$ cat src/rtl/sarctl_pkg.sv
package sarctl_pkg;
  typedef enum logic [1:0] {
    SQ_SHDN  = 2'd0,
    SQ_TRACK = 2'd1,
    SQ_PEND  = 2'd2,
    SQ_CONV  = 2'd3
  } seq_state_t;
endpackage

$ cat src/rtl/sarctl_sync_edge.sv
module sarctl_sync_edge #(
  parameter int SYNC_STAGES = 2
) (
  input  logic clk,
  input  logic rst_n,
  input  logic pin_i,
  output logic rise_o,
  output logic fall_o
);
  logic [SYNC_STAGES:0] pipe_q;

  always_ff @(posedge clk or negedge rst_n) begin
    if (!rst_n) pipe_q <= '0;
    else        pipe_q <= {pipe_q[SYNC_STAGES-1:0], pin_i};
  end

  assign rise_o = pipe_q[SYNC_STAGES-1] & ~pipe_q[SYNC_STAGES];
  assign fall_o = ~pipe_q[SYNC_STAGES-1] & pipe_q[SYNC_STAGES];
endmodule

$ cat src/rtl/sarctl_seq.sv
module sarctl_seq
  import sarctl_pkg::*;
#(
  parameter int GAP_CYC = 8
) (
  input  logic clk,
  input  logic rst_n,
  input  logic start_rise_i,
  input  logic start_fall_i,
  input  logic frame_clear_i,
  input  logic conv_done_i,
  output logic wake_o,
  output logic conv_go_o,
  output logic track_o,
  output logic hold_o,
  output logic sel_alt_o
);
  localparam int GW = (GAP_CYC > 1) ? $clog2(GAP_CYC) : 1;
  localparam logic [GW-1:0] GAP_LAST = GW'(GAP_CYC - 1);

  seq_state_t state_q;
  logic [GW-1:0] gap_q;
  logic alt_q;

  assign wake_o    = (state_q == SQ_SHDN) && start_rise_i;
  assign conv_go_o = (state_q == SQ_PEND) && !start_rise_i && (gap_q == GAP_LAST);
  assign track_o   = (state_q == SQ_TRACK);
  assign hold_o    = (state_q == SQ_PEND) || (state_q == SQ_CONV);
  assign sel_alt_o = alt_q;

  always_ff @(posedge clk or negedge rst_n) begin
    if (!rst_n) begin
      state_q <= SQ_SHDN;
      gap_q   <= '0;
      alt_q   <= 1'b0;
    end else begin
      unique case (state_q)
        SQ_SHDN: if (start_rise_i) begin
          state_q <= SQ_TRACK;
          alt_q   <= !frame_clear_i;
        end
        SQ_TRACK: if (start_fall_i) begin
          state_q <= SQ_PEND;
          gap_q   <= '0;
        end
        SQ_PEND: begin
          if (start_rise_i) begin
            state_q <= SQ_TRACK;
            alt_q   <= 1'b1;
          end else if (gap_q == GAP_LAST) begin
            state_q <= SQ_CONV;
          end else begin
            gap_q <= gap_q + 1'b1;
          end
        end
        SQ_CONV: if (conv_done_i) state_q <= SQ_SHDN;
        default: state_q <= SQ_SHDN;
      endcase
    end
  end


  forced_alt_chk: assert property (@(posedge clk) disable iff (!rst_n)
    (wake_o && !frame_clear_i) |=> sel_alt_o);

  double_pulse_alt_chk: assert property (@(posedge clk) disable iff (!rst_n)
    (state_q == SQ_PEND && start_rise_i) |=> (sel_alt_o && track_o));

  fall_to_hold_chk: assert property (@(posedge clk) disable iff (!rst_n)
    (track_o && start_fall_i) |=> (hold_o && !track_o));
endmodule

$ cat src/rtl/sarctl_sar.sv
module sarctl_sar #(
  parameter int RES_BITS = 10,
  parameter int CONV_DIV = 4
) (
  input  logic                clk,
  input  logic                rst_n,
  input  logic                go_i,
  input  logic                cmp_i,
  output logic [RES_BITS-1:0] dac_code_o,
  output logic [RES_BITS-1:0] result_o,
  output logic                done_o
);
  localparam int DW = (CONV_DIV > 1) ? $clog2(CONV_DIV) : 1;
  localparam logic [DW-1:0] DIV_LAST = DW'(CONV_DIV - 1);
  localparam logic [RES_BITS-1:0] TOP_BIT = {1'b1, {(RES_BITS-1){1'b0}}};

  logic [DW-1:0]       div_q;
  logic [RES_BITS-1:0] trial_q, code_q, result_q;
  logic                busy_q, done_q;
  logic                step;
  logic [RES_BITS-1:0] kept, next_code;

  assign step      = busy_q && (div_q == DIV_LAST);
  assign kept      = cmp_i ? code_q : (code_q & ~trial_q);
  assign next_code = kept | (trial_q >> 1);

  always_ff @(posedge clk or negedge rst_n) begin
    if (!rst_n) begin
      div_q <= '0; trial_q <= '0; code_q <= '0; result_q <= '0;
      busy_q <= 1'b0; done_q <= 1'b0;
    end else begin
      done_q <= 1'b0;
      if (go_i) begin
        busy_q  <= 1'b1;
        trial_q <= TOP_BIT;
        code_q  <= TOP_BIT;
        div_q   <= '0;
      end else if (step) begin
        div_q   <= '0;
        code_q  <= next_code;
        trial_q <= trial_q >> 1;
        if (trial_q[0]) begin
          busy_q   <= 1'b0;
          done_q   <= 1'b1;
          result_q <= kept;
        end
      end else if (busy_q) begin
        div_q <= div_q + 1'b1;
      end
    end
  end

  assign dac_code_o = code_q;
  assign result_o   = result_q;
  assign done_o     = done_q;


  done_pulse_chk: assert property (@(posedge clk) disable iff (!rst_n)
    done_o |=> !done_o);

  trial_single_chk: assert property (@(posedge clk) disable iff (!rst_n)
    busy_q |-> ($countones(trial_q) == 1));
endmodule

$ cat src/rtl/sarctl_shift.sv
module sarctl_shift #(
  parameter int RES_BITS = 10,
  parameter int SUB_BITS = 2
) (
  input  logic                clk,
  input  logic                rst_n,
  input  logic                wake_i,
  input  logic                load_i,
  input  logic [RES_BITS-1:0] data_i,
  input  logic                sclk_rise_i,
  input  logic                sclk_fall_i,
  output logic                dout_o,
  output logic                dout_en_o,
  output logic                frame_clear_o
);
  localparam int FRAME = RES_BITS + SUB_BITS;
  localparam int CW = $clog2(FRAME + 1);
  localparam logic [CW-1:0] LAST_RD = CW'(FRAME - 1);

  logic [FRAME-1:0] sh_q;
  logic [CW-1:0]    rd_q;
  logic             active_q, en_q, unread_q;

  always_ff @(posedge clk or negedge rst_n) begin
    if (!rst_n) begin
      sh_q <= '0; rd_q <= '0; active_q <= 1'b0; en_q <= 1'b0; unread_q <= 1'b0;
    end else if (wake_i) begin
      sh_q <= '0; rd_q <= '0; active_q <= 1'b0; en_q <= 1'b1; unread_q <= 1'b0;
    end else if (load_i) begin
      sh_q     <= {data_i, {SUB_BITS{1'b0}}};
      rd_q     <= '0;
      active_q <= 1'b1;
      unread_q <= 1'b1;
    end else if (active_q) begin
      if (sclk_rise_i) begin
        rd_q <= rd_q + 1'b1;
        if (rd_q == LAST_RD) begin
          en_q     <= 1'b0;
          active_q <= 1'b0;
          unread_q <= 1'b0;
        end
      end else if (sclk_fall_i && rd_q != '0) begin
        sh_q <= {sh_q[FRAME-2:0], 1'b0};
      end
    end
  end

  assign dout_o        = sh_q[FRAME-1];
  assign dout_en_o     = en_q;
  assign frame_clear_o = !unread_q;


  release_after_last_chk: assert property (@(posedge clk) disable iff (!rst_n)
    (active_q && sclk_rise_i && rd_q == LAST_RD && !wake_i) |=> !dout_en_o);

  dout_hold_chk: assert property (@(posedge clk) disable iff (!rst_n)
    (!wake_i && !load_i && !sclk_fall_i) |=> $stable(dout_o));
endmodule

$ cat src/rtl/sar_conv_ctrl.sv
module sar_conv_ctrl #(
  parameter int DIFF_VARIANT = 1,
  parameter int RES_BITS     = 10,
  parameter int SUB_BITS     = 2,
  parameter int CONV_DIV     = 4,
  parameter int GAP_CYC      = 8,
  parameter int SYNC_STAGES  = 2
) (
  input  logic                clk,
  input  logic                rst_n,
  input  logic                start_i,
  input  logic                sclk_i,
  input  logic                cmp_i,
  output logic [RES_BITS-1:0] dac_code_o,
  output logic                track_o,
  output logic                hold_o,
  output logic                sel_alt_o,
  output logic                dout_o,
  output logic                dout_en_o
);
  function automatic logic [RES_BITS-1:0] to_twos(input logic [RES_BITS-1:0] raw);
    return {~raw[RES_BITS-1], raw[RES_BITS-2:0]};
  endfunction

  logic st_rise, st_fall, sc_rise, sc_fall;
  logic wake, conv_go, conv_done, frame_clear;
  logic [RES_BITS-1:0] raw_result, coded_result;

  sarctl_sync_edge #(.SYNC_STAGES(SYNC_STAGES)) u_start_sync (
    .clk(clk), .rst_n(rst_n), .pin_i(start_i), .rise_o(st_rise), .fall_o(st_fall));

  sarctl_sync_edge #(.SYNC_STAGES(SYNC_STAGES)) u_sclk_sync (
    .clk(clk), .rst_n(rst_n), .pin_i(sclk_i), .rise_o(sc_rise), .fall_o(sc_fall));

  sarctl_seq #(.GAP_CYC(GAP_CYC)) u_seq (
    .clk(clk), .rst_n(rst_n), .start_rise_i(st_rise), .start_fall_i(st_fall),
    .frame_clear_i(frame_clear), .conv_done_i(conv_done), .wake_o(wake),
    .conv_go_o(conv_go), .track_o(track_o), .hold_o(hold_o), .sel_alt_o(sel_alt_o));

  sarctl_sar #(.RES_BITS(RES_BITS), .CONV_DIV(CONV_DIV)) u_sar (
    .clk(clk), .rst_n(rst_n), .go_i(conv_go), .cmp_i(cmp_i),
    .dac_code_o(dac_code_o), .result_o(raw_result), .done_o(conv_done));

  generate
    if (DIFF_VARIANT != 0) begin : g_diff
      assign coded_result = sel_alt_o ? to_twos(raw_result) : raw_result;
    end else begin : g_single
      assign coded_result = raw_result;
    end
  endgenerate

  sarctl_shift #(.RES_BITS(RES_BITS), .SUB_BITS(SUB_BITS)) u_shift (
    .clk(clk), .rst_n(rst_n), .wake_i(wake), .load_i(conv_done),
    .data_i(coded_result), .sclk_rise_i(sc_rise), .sclk_fall_i(sc_fall),
    .dout_o(dout_o), .dout_en_o(dout_en_o), .frame_clear_o(frame_clear));


  wake_drive_low_chk: assert property (@(posedge clk) disable iff (!rst_n)
    wake |=> (dout_en_o && !dout_o && track_o));

  msb_on_done_chk: assert property (@(posedge clk) disable iff (!rst_n)
    conv_done |=> (dout_en_o && dout_o == coded_result[RES_BITS-1] && !hold_o && !track_o));
endmodule

$ cat config.mk
export PLATFORM = sky130hd
export DESIGN_NAME = sar_conv_ctrl
export DESIGN_NICKNAME = d
export VERILOG_FILES = /design/src/rtl/sarctl_pkg.sv /design/src/rtl/sarctl_sync_edge.sv /design/src/rtl/sarctl_seq.sv /design/src/rtl/sarctl_sar.sv /design/src/rtl/sarctl_shift.sv /design/src/rtl/sar_conv_ctrl.sv
export SDC_FILE = /design/constraint.sdc
export NUM_CORES = 1
export LEC_CHECK = 0
export BUFFER_PORTS_ARGS = -buffer_cell sky130_fd_sc_hd__buf_2
export CAP_MARGIN = 40
export CORE_AREA = 2 2 93 77
export CTS_CLUSTER_SIZE = 20
export DETAILED_ROUTE_END_ITERATION = 7
export DIE_AREA = 0 0 95 79
export PLACE_DENSITY = 0.73
export SLEW_MARGIN = 20
export SYNTH_ARGS = -nofsm -noshare
export SYNTH_HDL_FRONTEND = slang
export SYNTH_SLANG_ARGS = --single-unit
export TNS_END_PERCENT = 100
$ cat constraint.sdc
create_clock -name clk -period 2.18 [get_ports clk]
set_input_delay 0.109 -clock clk [delete_from_list [all_inputs] [get_ports clk]]
set_output_delay 0.109 -clock clk [all_outputs]
set_load 0.05 [all_outputs]
==> results summary <==
The number of sinks handled by clock tree synthesis is 63. In the global route stage, met2 resource usage came out at 0.240. After detailed placement, the design holds a cell count of 374. The largest net degree at the start of global routing came out at 64. After detailed routing, the average wire length per cell comes to 13.8 µm. The run finished with clean final reports. The worst setup path is captured at a flop. The capture point of the critical path is u_shift.sh_q[8]$_DFFE_PN0P_. After clock tree synthesis, the repair step resized 0 gates. After layout, the worst setup slack is between 0.4 and 0.5 ns. The initial detailed-routing violation count is 106. The final count of pins violating max slew is 0.

On the worst path, the slowest cell contributes a delay of about 0.46 ns. The average cell area after synthesis is 10.3 µm². The ratio of total power to cell area came out at 1100 nW/µm². The final period demand of the worst path came out at 1.72 ns. Counting the fill cells in the layout gives 590. The via density per instance is roughly 5.3. The number of iterations in the first detailed-routing pass is 4. Synthesis handed over a netlist of 278 instances. The largest buffer count on any clock path came out at 2. The number of ports placed on the die boundary came out at 20. Prior to clock tree synthesis, the placed netlist has a worst setup slack of 0.474 ns. Internal power comes to 2.21 mW. The post-detailed-placement cell area came out at ~3000 µm². The net switching component of the power is 1.39 mW. Setup violations remaining at the end of the flow were counted as 0. The number of stages on the worst setup path came out at 5. The count of buffer and inverter cells on the critical path came out at 1.

met2 is the most crowded layer. The worst hold path belongs to the class input pin to flop. The kind of launch point of the worst setup path is a flop.

The share of post-route cells with drive strength above 1 came out at 0.156. The DRC violation count after routing is 0. The final number of hold-violating endpoints was 0. The utilization after layout came out at 0.494. At the worst endpoint, the required time is between 2 and 2.5 ns. The total clock buffers created by CTS is 9. The die covers approximately 7500 µm². Summing every instance area after synthesis gives 2880 µm². The overall overflow remaining after global route is 0.

Based on the critical path, the design can be clocked at up to 0.583 GHz. After clock tree synthesis, the setup repair step added 0 buffers. The maximum fanout along the worst path is 10. The share of total power dissipated in combinational logic is 0.289. The share of total power in sequential cells is 0.425. The area growth from synthesis to final layout came out at 14.3%. After clock tree synthesis, the clock-pin slew on the worst setup and hold paths is about 0.080 ns.

The headroom to the max-slew limit came out at 0.574. The clock skew after layout is roughly 0.010 ns. In this run the number of H-tree levels came out at 3. The synthesized netlist net count came out at 288. Yosys printed 0 warnings.

Leaving out fill and tap cells, the most frequent cell in the layout is sky130_fd_sc_hd__dfrtp_1. The sequential area share after synthesis came out at 0.548. Summed over all layers, the routed wires come to ~5400 µm. The final cell count without fillers came out at 394. The antenna diode count came out at 0. In this run the standard cell core region covers between 6000 and 7000 µm².

In this run the critical register-to-register path is captured at u_shift.sh_q[8]$_DFFE_PN0P_. The register bit count reported by yosys came out at between 60 and 70. The actual slew at the worst max-slew pin is approximately 0.64 ns. The number of cells on the worst reg-to-reg path came out at 5. The number of antenna violations at the first check in global routing is 0. The static leakage came out at roughly 1.4 nW.

The number of nets in the final layout is about 310. The worst hold slack after final layout is roughly 0.097 ns. The cell sitting at the root of the clock tree is a sky130_fd_sc_hd__clkbuf_8.

Across every metal layer, demand over resource in global routing totals 0.165. The CTS tree is yes. Max-cap violations in this run came to 0.

In the layout the commonest cells are sky130_fd_sc_hd__dfrtp_1 (63), sky130_fd_sc_hd__o21ai_0 (31), sky130_fd_sc_hd__inv_1 (26), sky130_fd_sc_hd__nand2_1 (26), sky130_fd_sc_hd__a21oi_1 (24). The residual antenna-violating net count after detailed routing is 0. The overall power is approximately 3.6 mW. The worst-case IR drop observed on VDD is 698 µV. The clock group share of total power came out at 0.286.

The detailed placement HPWL came out at 3420 µm. For this run, the leading register cell type out of synthesis is sky130_fd_sc_hd__dfrtp_1. The critical-path cell with the highest stage delay is sky130_fd_sc_hd__nor3b_2. The number of different library cells in the post-synthesis netlist is 46. The number of global-route vias before repair came out at 1985. The final standard cell area without fillers is ~3300 µm².

The setup check on the worst reg-to-reg path leaves a slack of 0.46 ns. The type of the worst setup path is flop to flop. The global routing usage on met3 is 0.0522. The worst register-to-register path begins at u_shift.rd_q[0]$_DFFE_PN0P_.

The wire length of the first global-routing pass came out at 9490 µm. The die boundary width came out at between 90 and 100 µm. The number of enable-type register cells in the synthesized netlist is 0. The final sum of negative setup slack came out at 0 ns.

The weighted congestion reported at the end of routability-driven placement is 0.754. Traced cell by cell, the critical path runs through inv_1, ha_1, nor3b_2, o21ai_0, a311oi_1. The critical path arrival came out at 1.95 ns.

The via count came out at approximately 2100. Setup repair after global routing left no endpoint under its margin. The initialized floorplan defines 27 standard-cell rows. Of all flip-flops after synthesis, the portion carrying an async set or reset was 1.00. The initial utilization of the core area, before any placement, comes to 0.432. Broken down by cell family, the worst path's largest delay share belongs to compound AO/OA/AOI/OAI gates. Of the available clock period, the critical path in the final layout requires 0.787.

The global-route met1 utilization came out at 0.228. The number of buffers added on ports is 19. In this run the vertical extent of the chip is around 80 µm. The most critical setup path has its startpoint at u_shift.rd_q[0]$_DFFE_PN0P_.

The switching part of the total is 0.386. The worst-skew pair later-pin latency is around 0.35 ns.
## routing by layer
layer | wire length [µm] | vias to the layer above
met3 | 181 | 9
met4 | 85 | 0
met1 | 2710 | 1017
met5 | 0 | -
met2 | 2460 | 34
li1 | - | 1025
## area by class of cell
class,count,area [µm²],area share
clock buffer,9,124,0.0377
clock inverter,7,78.8,0.0240
inverter,27,101,0.0308
multi-input combinational,173,1120,0.339
sequential,63,1580,0.479
tap,87,109,0.0331
timing repair buffer,28,183,0.0556
## synthesized netlist by cell type (3+ instances only)
cell type | number | area [µm²]
sky130_fd_sc_hd__buf_2 | 5 | 25.0
sky130_fd_sc_hd__a21o_1 | 3 | 22.5
sky130_fd_sc_hd__inv_1 | 26 | 97.6
sky130_fd_sc_hd__ha_1 | 5 | 62.6
sky130_fd_sc_hd__mux2i_1 | 11 | 110
sky130_fd_sc_hd__nand2b_1 | 3 | 18.8
sky130_fd_sc_hd__dfrtp_1 | 63 | 1580
sky130_fd_sc_hd__nand2_1 | 26 | 97.6
sky130_fd_sc_hd__o21ai_0 | 31 | 155
sky130_fd_sc_hd__nand4_1 | 8 | 50.1
sky130_fd_sc_hd__nor2_1 | 13 | 48.8
sky130_fd_sc_hd__nand3b_1 | 4 | 30.0
sky130_fd_sc_hd__clkbuf_1 | 6 | 22.5
sky130_fd_sc_hd__nor3_1 | 5 | 25.0
sky130_fd_sc_hd__a21oi_1 | 24 | 120
sky130_fd_sc_hd__a311oi_1 | 8 | 70.1
## logic make-up (layout without fill, tap and decap cells)
logic type	after synthesis	after routing	share of synthesized area
mux	12	12	0.0422
compound gates	78	78	0.167
flops	63	63	0.548
buf+inv	42	71	0.0639
xor+xnor	3	3	0.00914
fa+ha+maj	5	5	0.0217
simple gates	75	75	0.148
## what timing repair did
item | CTS | global route
setup endpoints to repair | 0 | 0
hold buffers | 3 | 0
hold endpoints to repair | 65 | 0
## power by group through the flow
stage / registers (mW) / clock network (mW) / logic [mW]
floorplan: 1.82 / 0 / 0.540
global placement: 1.55 / 0 / 1.02
detailed placement: 1.55 / 0 / 1.04
CTS: 1.53 / 1.06 / 1.05
global route: 1.56 / 1.11 / 1.13
finish: 1.53 / 1.03 / 1.04
## worst reg2reg max path, cell delays in order (launching register included)
cell,delay (ns)
sky130_fd_sc_hd__dfrtp_1,0.40
sky130_fd_sc_hd__inv_1,0.09
sky130_fd_sc_hd__ha_1,0.15
sky130_fd_sc_hd__nor3b_2,0.46
sky130_fd_sc_hd__o21ai_0,0.19
sky130_fd_sc_hd__a311oi_1,0.31
## flip-flops by register name (all words and copies together), names as in the netlist, 2 cells and up
signal / cells
u_seq.gap_q: 3
u_seq.state_q: 2
u_shift.rd_q: 4
u_sar.dac_code_o: 10
u_sar.trial_q: 10
u_sar.result_o: 10
u_start_sync.pipe_q: 3
u_shift.sh_q: 10
u_sar.div_q: 2
u_sclk_sync.pipe_q: 3
## worst min path at each step
| stage | start | end | cells after the start |
|---|---|---|---|
| after detailed placement | sclk_i | u_sclk_sync.pipe_q[0]$_DFF_PN0_ | 1 |
| after CTS | cmp_i | u_sar.result_o[0]$_DFFE_PN0P_ | 3 |
| after global routing | cmp_i | u_sar.result_o[0]$_DFFE_PN0P_ | 3 |
| after floorplan | rst_n | u_sar.busy_q$_DFFE_PN0P_ | 0 |
| final | cmp_i | u_sar.result_o[0]$_DFFE_PN0P_ | 3 |
| after global placement | sclk_i | u_sclk_sync.pipe_q[0]$_DFF_PN0_ | 1 |
Note: power is estimated with default switching activity, not from simulation.
